==> config.mk <==
export PLATFORM = sky130hd
export DESIGN_NAME = fdx_serial_slave
export DESIGN_NICKNAME = d
export VERILOG_FILES = /design/src/rtl/fdx_pkg.sv /design/src/rtl/fdx_sync.sv /design/src/rtl/fdx_rx_shift.sv /design/src/rtl/fdx_tx_shift.sv /design/src/rtl/fdx_serial_slave.sv
export SDC_FILE = /design/constraint.sdc
export NUM_CORES = 1
export LEC_CHECK = 0
export ABC_AREA = 1
export BUFFER_PORTS_ARGS = -buffer_cell sky130_fd_sc_hd__buf_2
export CAP_MARGIN = 10
export CORE_MARGIN = 2
export CORE_UTILIZATION = 30
export DETAILED_ROUTE_END_ITERATION = 7
export GPL_TIMING_DRIVEN = 0
export PLACE_DENSITY = 0.52
export SLEW_MARGIN = 20
export SYNTH_ARGS = -nofsm -noshare
export SYNTH_HDL_FRONTEND = slang
export SYNTH_SLANG_ARGS = --single-unit
==> constraint.sdc <==
create_clock -name clk -period 1.6 [get_ports clk]
set_clock_uncertainty 0.1 [all_clocks]
set_input_delay 0.16 -clock clk [delete_from_list [all_inputs] [get_ports clk]]
set_output_delay 0.16 -clock clk [all_outputs]
set_load 0.02 [all_outputs]
==> src/rtl/fdx_pkg.sv <==
package fdx_pkg;
  typedef struct packed {
    logic rise;
    logic fall;
  } edge_t;

  function automatic edge_t detect_edge(input logic now, input logic prev);
    edge_t e;
    e.rise = now & ~prev;
    e.fall = ~now & prev;
    return e;
  endfunction
endpackage

==> src/rtl/fdx_sync.sv <==
module fdx_sync #(
  parameter int WIDTH  = 3,
  parameter int STAGES = 2,
  parameter logic [WIDTH-1:0] RST_VAL = '0
) (
  input  logic             clk,
  input  logic             rst_n,
  input  logic [WIDTH-1:0] d_i,
  output logic [WIDTH-1:0] q_o
);
  logic [STAGES-1:0] chain [WIDTH];

  for (genvar w = 0; w < WIDTH; w++) begin : g_bit
    always_ff @(posedge clk or negedge rst_n) begin
      if (!rst_n) chain[w] <= {STAGES{RST_VAL[w]}};
      else if (STAGES > 1) chain[w] <= {chain[w][STAGES-2:0], d_i[w]};
      else chain[w] <= d_i[w];
    end
    assign q_o[w] = chain[w][STAGES-1];
  end
endmodule

==> src/rtl/fdx_rx_shift.sv <==
module fdx_rx_shift #(
  parameter int BYTE_W = 8
) (
  input  logic              clk,
  input  logic              rst_n,
  input  logic              clear_i,
  input  logic              shift_i,
  input  logic              bit_i,
  input  logic              deliver_i,
  output logic              last_bit_o,
  output logic              rx_valid_o,
  output logic [BYTE_W-1:0] rx_data_o
);
  logic [BYTE_W-1:0] sh_q;

  always_ff @(posedge clk or negedge rst_n) begin
    if (!rst_n) sh_q <= '0;
    else if (clear_i) sh_q <= '0;
    else if (shift_i) sh_q <= {sh_q[BYTE_W-2:0], bit_i};
  end

  always_ff @(posedge clk or negedge rst_n) begin
    if (!rst_n) begin
      rx_valid_o <= 1'b0;
      rx_data_o  <= '0;
    end else begin
      rx_valid_o <= deliver_i;
      if (deliver_i) rx_data_o <= sh_q;
    end
  end

  assign last_bit_o = sh_q[0];

  AST_SHIFT_IN: assert property (@(posedge clk) disable iff (!rst_n)
    (shift_i && !clear_i) |=> (sh_q[0] == $past(bit_i)));
  AST_CLEAR_ZERO: assert property (@(posedge clk) disable iff (!rst_n)
    clear_i |=> (sh_q == '0));
  AST_STROBE_ONE_CYCLE: assert property (@(posedge clk) disable iff (!rst_n)
    rx_valid_o |=> !rx_valid_o);
endmodule

==> src/rtl/fdx_tx_shift.sv <==
module fdx_tx_shift #(
  parameter int BYTE_W = 8
) (
  input  logic              clk,
  input  logic              rst_n,
  input  logic              load_i,
  input  logic              shift_i,
  input  logic [BYTE_W-1:0] reply_i,
  input  logic              echo_bit_i,
  output logic              sdout_o
);
  logic [BYTE_W-1:0] sh_q;

  always_ff @(posedge clk or negedge rst_n) begin
    if (!rst_n) sh_q <= '0;
    else if (load_i) sh_q <= reply_i;
    else if (shift_i) sh_q <= {sh_q[BYTE_W-2:0], echo_bit_i};
  end

  assign sdout_o = sh_q[BYTE_W-1];

  AST_LOAD_MSB: assert property (@(posedge clk) disable iff (!rst_n)
    load_i |=> (sdout_o == $past(reply_i[BYTE_W-1])));
  AST_ECHO_FEED: assert property (@(posedge clk) disable iff (!rst_n)
    (shift_i && !load_i) |=> (sh_q[0] == $past(echo_bit_i)));
endmodule

==> src/rtl/fdx_serial_slave.sv <==
module fdx_serial_slave #(
  parameter int BYTE_W      = 8,
  parameter int SYNC_STAGES = 2
) (
  input  logic              clk,
  input  logic              rst_n,
  input  logic              ssel_n_i,
  input  logic              sclk_i,
  input  logic              sdin_i,
  output logic              sdout_o,
  output logic              sdout_oe_o,
  input  logic [BYTE_W-1:0] reply_i,
  output logic              rx_valid_o,
  output logic [BYTE_W-1:0] rx_data_o
);
  import fdx_pkg::*;

  localparam int NSIG = 3;
  localparam logic [NSIG-1:0] SYNC_RST = 3'b100;

  logic [NSIG-1:0] raw, synced;
  logic ssn_s, sck_s, sdi_s;
  logic ssn_d, sck_d;
  logic oe_q;
  edge_t sel_e, sck_e;
  logic frame_start, frame_end, bit_in_en, bit_out_en;
  logic echo_bit;

  assign raw = {ssel_n_i, sclk_i, sdin_i};

  fdx_sync #(.WIDTH(NSIG), .STAGES(SYNC_STAGES), .RST_VAL(SYNC_RST)) i_sync (
    .clk(clk), .rst_n(rst_n), .d_i(raw), .q_o(synced)
  );

  assign {ssn_s, sck_s, sdi_s} = synced;

  always_ff @(posedge clk or negedge rst_n) begin
    if (!rst_n) begin
      ssn_d <= 1'b1;
      sck_d <= 1'b0;
    end else begin
      ssn_d <= ssn_s;
      sck_d <= sck_s;
    end
  end

  assign sel_e = detect_edge(ssn_s, ssn_d);
  assign sck_e = detect_edge(sck_s, sck_d);

  assign frame_start = sel_e.fall;
  assign frame_end   = sel_e.rise;
  assign bit_in_en   = sck_e.rise & ~ssn_s;
  assign bit_out_en  = sck_e.fall & ~ssn_s;

  always_ff @(posedge clk or negedge rst_n) begin
    if (!rst_n) oe_q <= 1'b0;
    else if (frame_start) oe_q <= 1'b1;
    else if (frame_end) oe_q <= 1'b0;
  end

  assign sdout_oe_o = oe_q;

  fdx_rx_shift #(.BYTE_W(BYTE_W)) i_rx (
    .clk(clk), .rst_n(rst_n),
    .clear_i(frame_start), .shift_i(bit_in_en), .bit_i(sdi_s),
    .deliver_i(frame_end), .last_bit_o(echo_bit),
    .rx_valid_o(rx_valid_o), .rx_data_o(rx_data_o)
  );

  fdx_tx_shift #(.BYTE_W(BYTE_W)) i_tx (
    .clk(clk), .rst_n(rst_n),
    .load_i(frame_start), .shift_i(bit_out_en), .reply_i(reply_i),
    .echo_bit_i(echo_bit), .sdout_o(sdout_o)
  );

  AST_OE_ON_SELECT: assert property (@(posedge clk) disable iff (!rst_n)
    frame_start |=> sdout_oe_o);
  AST_OE_OFF_DESELECT: assert property (@(posedge clk) disable iff (!rst_n)
    frame_end |=> !sdout_oe_o);
  AST_STROBE_ON_RISE: assert property (@(posedge clk) disable iff (!rst_n)
    frame_end |=> rx_valid_o);
  AST_NO_STRAY_STROBE: assert property (@(posedge clk) disable iff (!rst_n)
    !$past(frame_end) |-> !rx_valid_o);
endmodule

==> flow_metrics.tcl <==
set metrics [dict create \
    antenna_found_initial 0 \
    dieArea_sq_um 5300 \
    stdcell_area_sq_um 1770 \
    irDropWorstVdd_uv 407 \
    grt_overflow_total 0 \
    diodes 0 \
    reg2regPathDepth 6 \
    cts_tree "yes" \
    fmax_ghz 0.659 \
    io_pins 24 \
    async_flop_share 1.00 \
    placed_cell_area_sq_um 1600 \
    synth_compound_area_frac 0.0388 \
    cp_common_cell "nand2_1" \
    yosys-mux-area-fraction 0.0476 \
    crit_path_start_kind "flip-flop" \
    synth_edf_count 0 \
    initial_utilization 0.307 \
    setup.worst_path.start "i_sync.q_o[2]" \
    power_mw 1.83 \
    crit_path_cell_trace "inv_1, ha_2, buf_6, o21ai_0, nand2_1, nand2_1" \
    drt_iter0_markers 50 \
    synth_simple_gate_area_frac 0.220 \
    grt_use_met2 0.161 \
    track_usage 0.115 \
    crit_type "reg -> reg" \
    setup_viol_count_final 0 \
    hold_viol 0 \
    finalSetupTns_ns 0 \
    fin_util 0.382 \
    die_h_microns 72.8 \
    cts.reportedPaths.clkPinSlew_ns 0.06 \
    outcome "complete, no violations" \
    ys_seq_area_frac 0.602 \
    gp_congestion 0.731 \
    p_per_area_nw_per_um2 1030 \
    critPathCaptureType "flip-flop" \
    worstSkewPairLatency_ns 0.28 \
    drt-total-wl_mm 2.67 \
    first_global_vias 968 \
    cp.required_ns 1.72 \
    tightest_slew_ns 0.765 \
    period_minus_slack_ns 1.52 \
    cts_buffer_depth 2 \
    rsz0062_at_grt "no" \
    avgRoutedWirePerCell_microns 11.7 \
    synth_commonest_cells "37 x nand2_1, 31 x dfrtp_1, 14 x nand3_1" \
    fin_nets 190 \
    synth_ff_type "dfrtp_1" \
    worstSetupEndpoint "i_tx.sh_q[6]" \
    synth-seq-cells 34 \
    grt_busiest_layer "met1" \
    synthCells 138 \
    slew_headroom 0.490 \
    core_area_sq_um 4630 \
    drv_cap 0 \
    grtUsageMet1 0.161 \
    p_leak_nw 0.935 \
    std_cell_rows 25 \
    slew_violations 0 \
    dr.pass1.iters 4 \
    syn_to_final_growth_pct 24.6 \
    slowest_delay_ns 0.56 \
    synth_nets 154 \
    reg2reg_to "i_tx.sh_q[6]" \
    drc 0 \
    yosys.area.top_type "dfrtp_1" \
    crit_fanout 10 \
    place_hpwl_mm 1.82 \
    grt_pass1_wl_mm 4.61 \
    htreeDepth 2 \
    cts_root_buf "clkbuf_8" \
    r2r_start "i_sync.q_o[2]" \
    synth_top_family_by_area "simple AND/OR/NAND/NOR gates" \
    port_buffers 23 \
    yosys-top-cells-area "dfrtp_1 55%, nand2_1 9.8%, dfstp_2 5.6%" \
    cts.sinks 34 \
    synth_top_area_share 0.546 \
    synth.cell_area_sq_um 1420 \
    layout-drive-gt1-share 0.309 \
    num_vias 1026 \
    synthAdderAreaFrac 0.0264 \
    gr-usage-met3 0.0428 \
    numCtsBuffers 5 \
    crit_arrival_ns 1.64 \
    synth_xor_area_frac 0 \
    syn_area_per_cell_sq_um 10.3 \
    synth_warnings 0 \
    cp_slowest_cell "dfstp_2" \
    viasPerCell 4.48 \
    grt_start_max_net_pins 35 \
    die_w_microns 72.8 \
    synth_cell_types 19 \
    finalCritPeriodShare 0.948 \
    ff2ff_setup_slack_ns 0.08 \
    dp.cells 215 \
    stdcell_count 229 \
    ant_nets 0 \
    yosysMostFrequentCell "nand2_1" \
    hp-class "in -> reg" \
]
[power breakdown]
part	leakage [nW]	internal [mW]	total (mW)	switching, mW
sequential	0.437	0.927	0.963	0.0360
combinational	0.451	0.0945	0.235	0.140
clock	0.0482	0.347	0.631	0.285
total	0.935	1.37	1.83	0.461
[how the worst min path moves through the flow]
stage	startpoint	to	cells past startpoint
final	reply_i[1]	i_tx.sh_q[1]	5
after detailed placement	rst_n	i_tx.sh_q[2]	1
after global placement	rst_n	i_rx.rx_valid_o	1
after global routing	reply_i[1]	i_tx.sh_q[1]	5
after floorplan	rst_n	i_rx.rx_data_o[0]	0
after CTS	reply_i[0]	i_tx.sh_q[0]	5
[sequential cells by signal (all words and copies together), names as in the netlist]
name / flops
i_sync.q_o: 3
i_rx.rx_valid_o: 1
i_rx.sh_q: 8
i_rx.rx_data_o: 8
sdout_oe_o: 1
sck_d: 1
i_tx.sh_q: 8
ssn_d: 1
i_sync.chain: 3
[cell families (layout without fill, tap and decap cells)]
logic type / after synthesis / after routing
multiplexers: 6 / 6
flip-flops: 34 / 34
buffers and inverters: 19 / 56
adder cells (fa/ha/maj): 3 / 3
AO/OA/AOI/OAI: 11 / 11
AND/OR/NAND/NOR: 65 / 65
[layout by cell type, fill, tap and decap left out, types with 4 or more instances in the layout]
cell	synthesis	final
clkbuf_8	0	6
nor2_1	4	4
nand3_1	14	14
buf_2	3	23
mux2_2	6	6
nand4_1	6	6
dlygate4sd3_1	0	4
buf_6	2	4
inv_1	12	12
o21ai_0	7	7
nand2_1	37	37
dfrtp_1	31	31
[worst max-delay path, delay by kind of cell, from the launching register on]
kind / cells / cell delay [ns]
buffers and inverters: 2 / 0.25
flip-flops: 1 / 0.56
AO/OA/AOI/OAI: 1 / 0.19
AND/OR/NAND/NOR: 2 / 0.12
adder cells (fa/ha/maj): 1 / 0.24
[stage by stage]
step                setup slack (ns)  hold WS (ns)
global placement             -0.0185         0.167
global route                 0.00406         0.122
detailed placement           -0.0234         0.169
CTS                          0.00116        0.0846
floorplan                      0.138        -0.236
finish                        0.0825        0.0957
[metal layers]
layer / routed length, microns / share of wire
met1: 1330 / 0.50
met2: 1150 / 0.43
met3: 136 / 0.051
met4: 51 / 0.019
met5: 0 / 0
[layout make-up]
class	count	area, sq um
Fill cell	473	2860
Sequential cell	34	855
Multi-Input combinational cell	85	478
Timing Repair Buffer	29	170
Clock buffer	7	86.3
Tap cell	54	67.6
Inverter	14	55.1
Buffer	5	52.6
Clock inverter	1	5.00
[what timing repair did]
action,in CTS,in global routing
buffers inserted,0,2
endpoints found under the hold margin,34,0
hold buffers,4,0
setup endpoints to repair,20,16
gates resized for setup,4,3
Power figures use the tool's default switching activity.
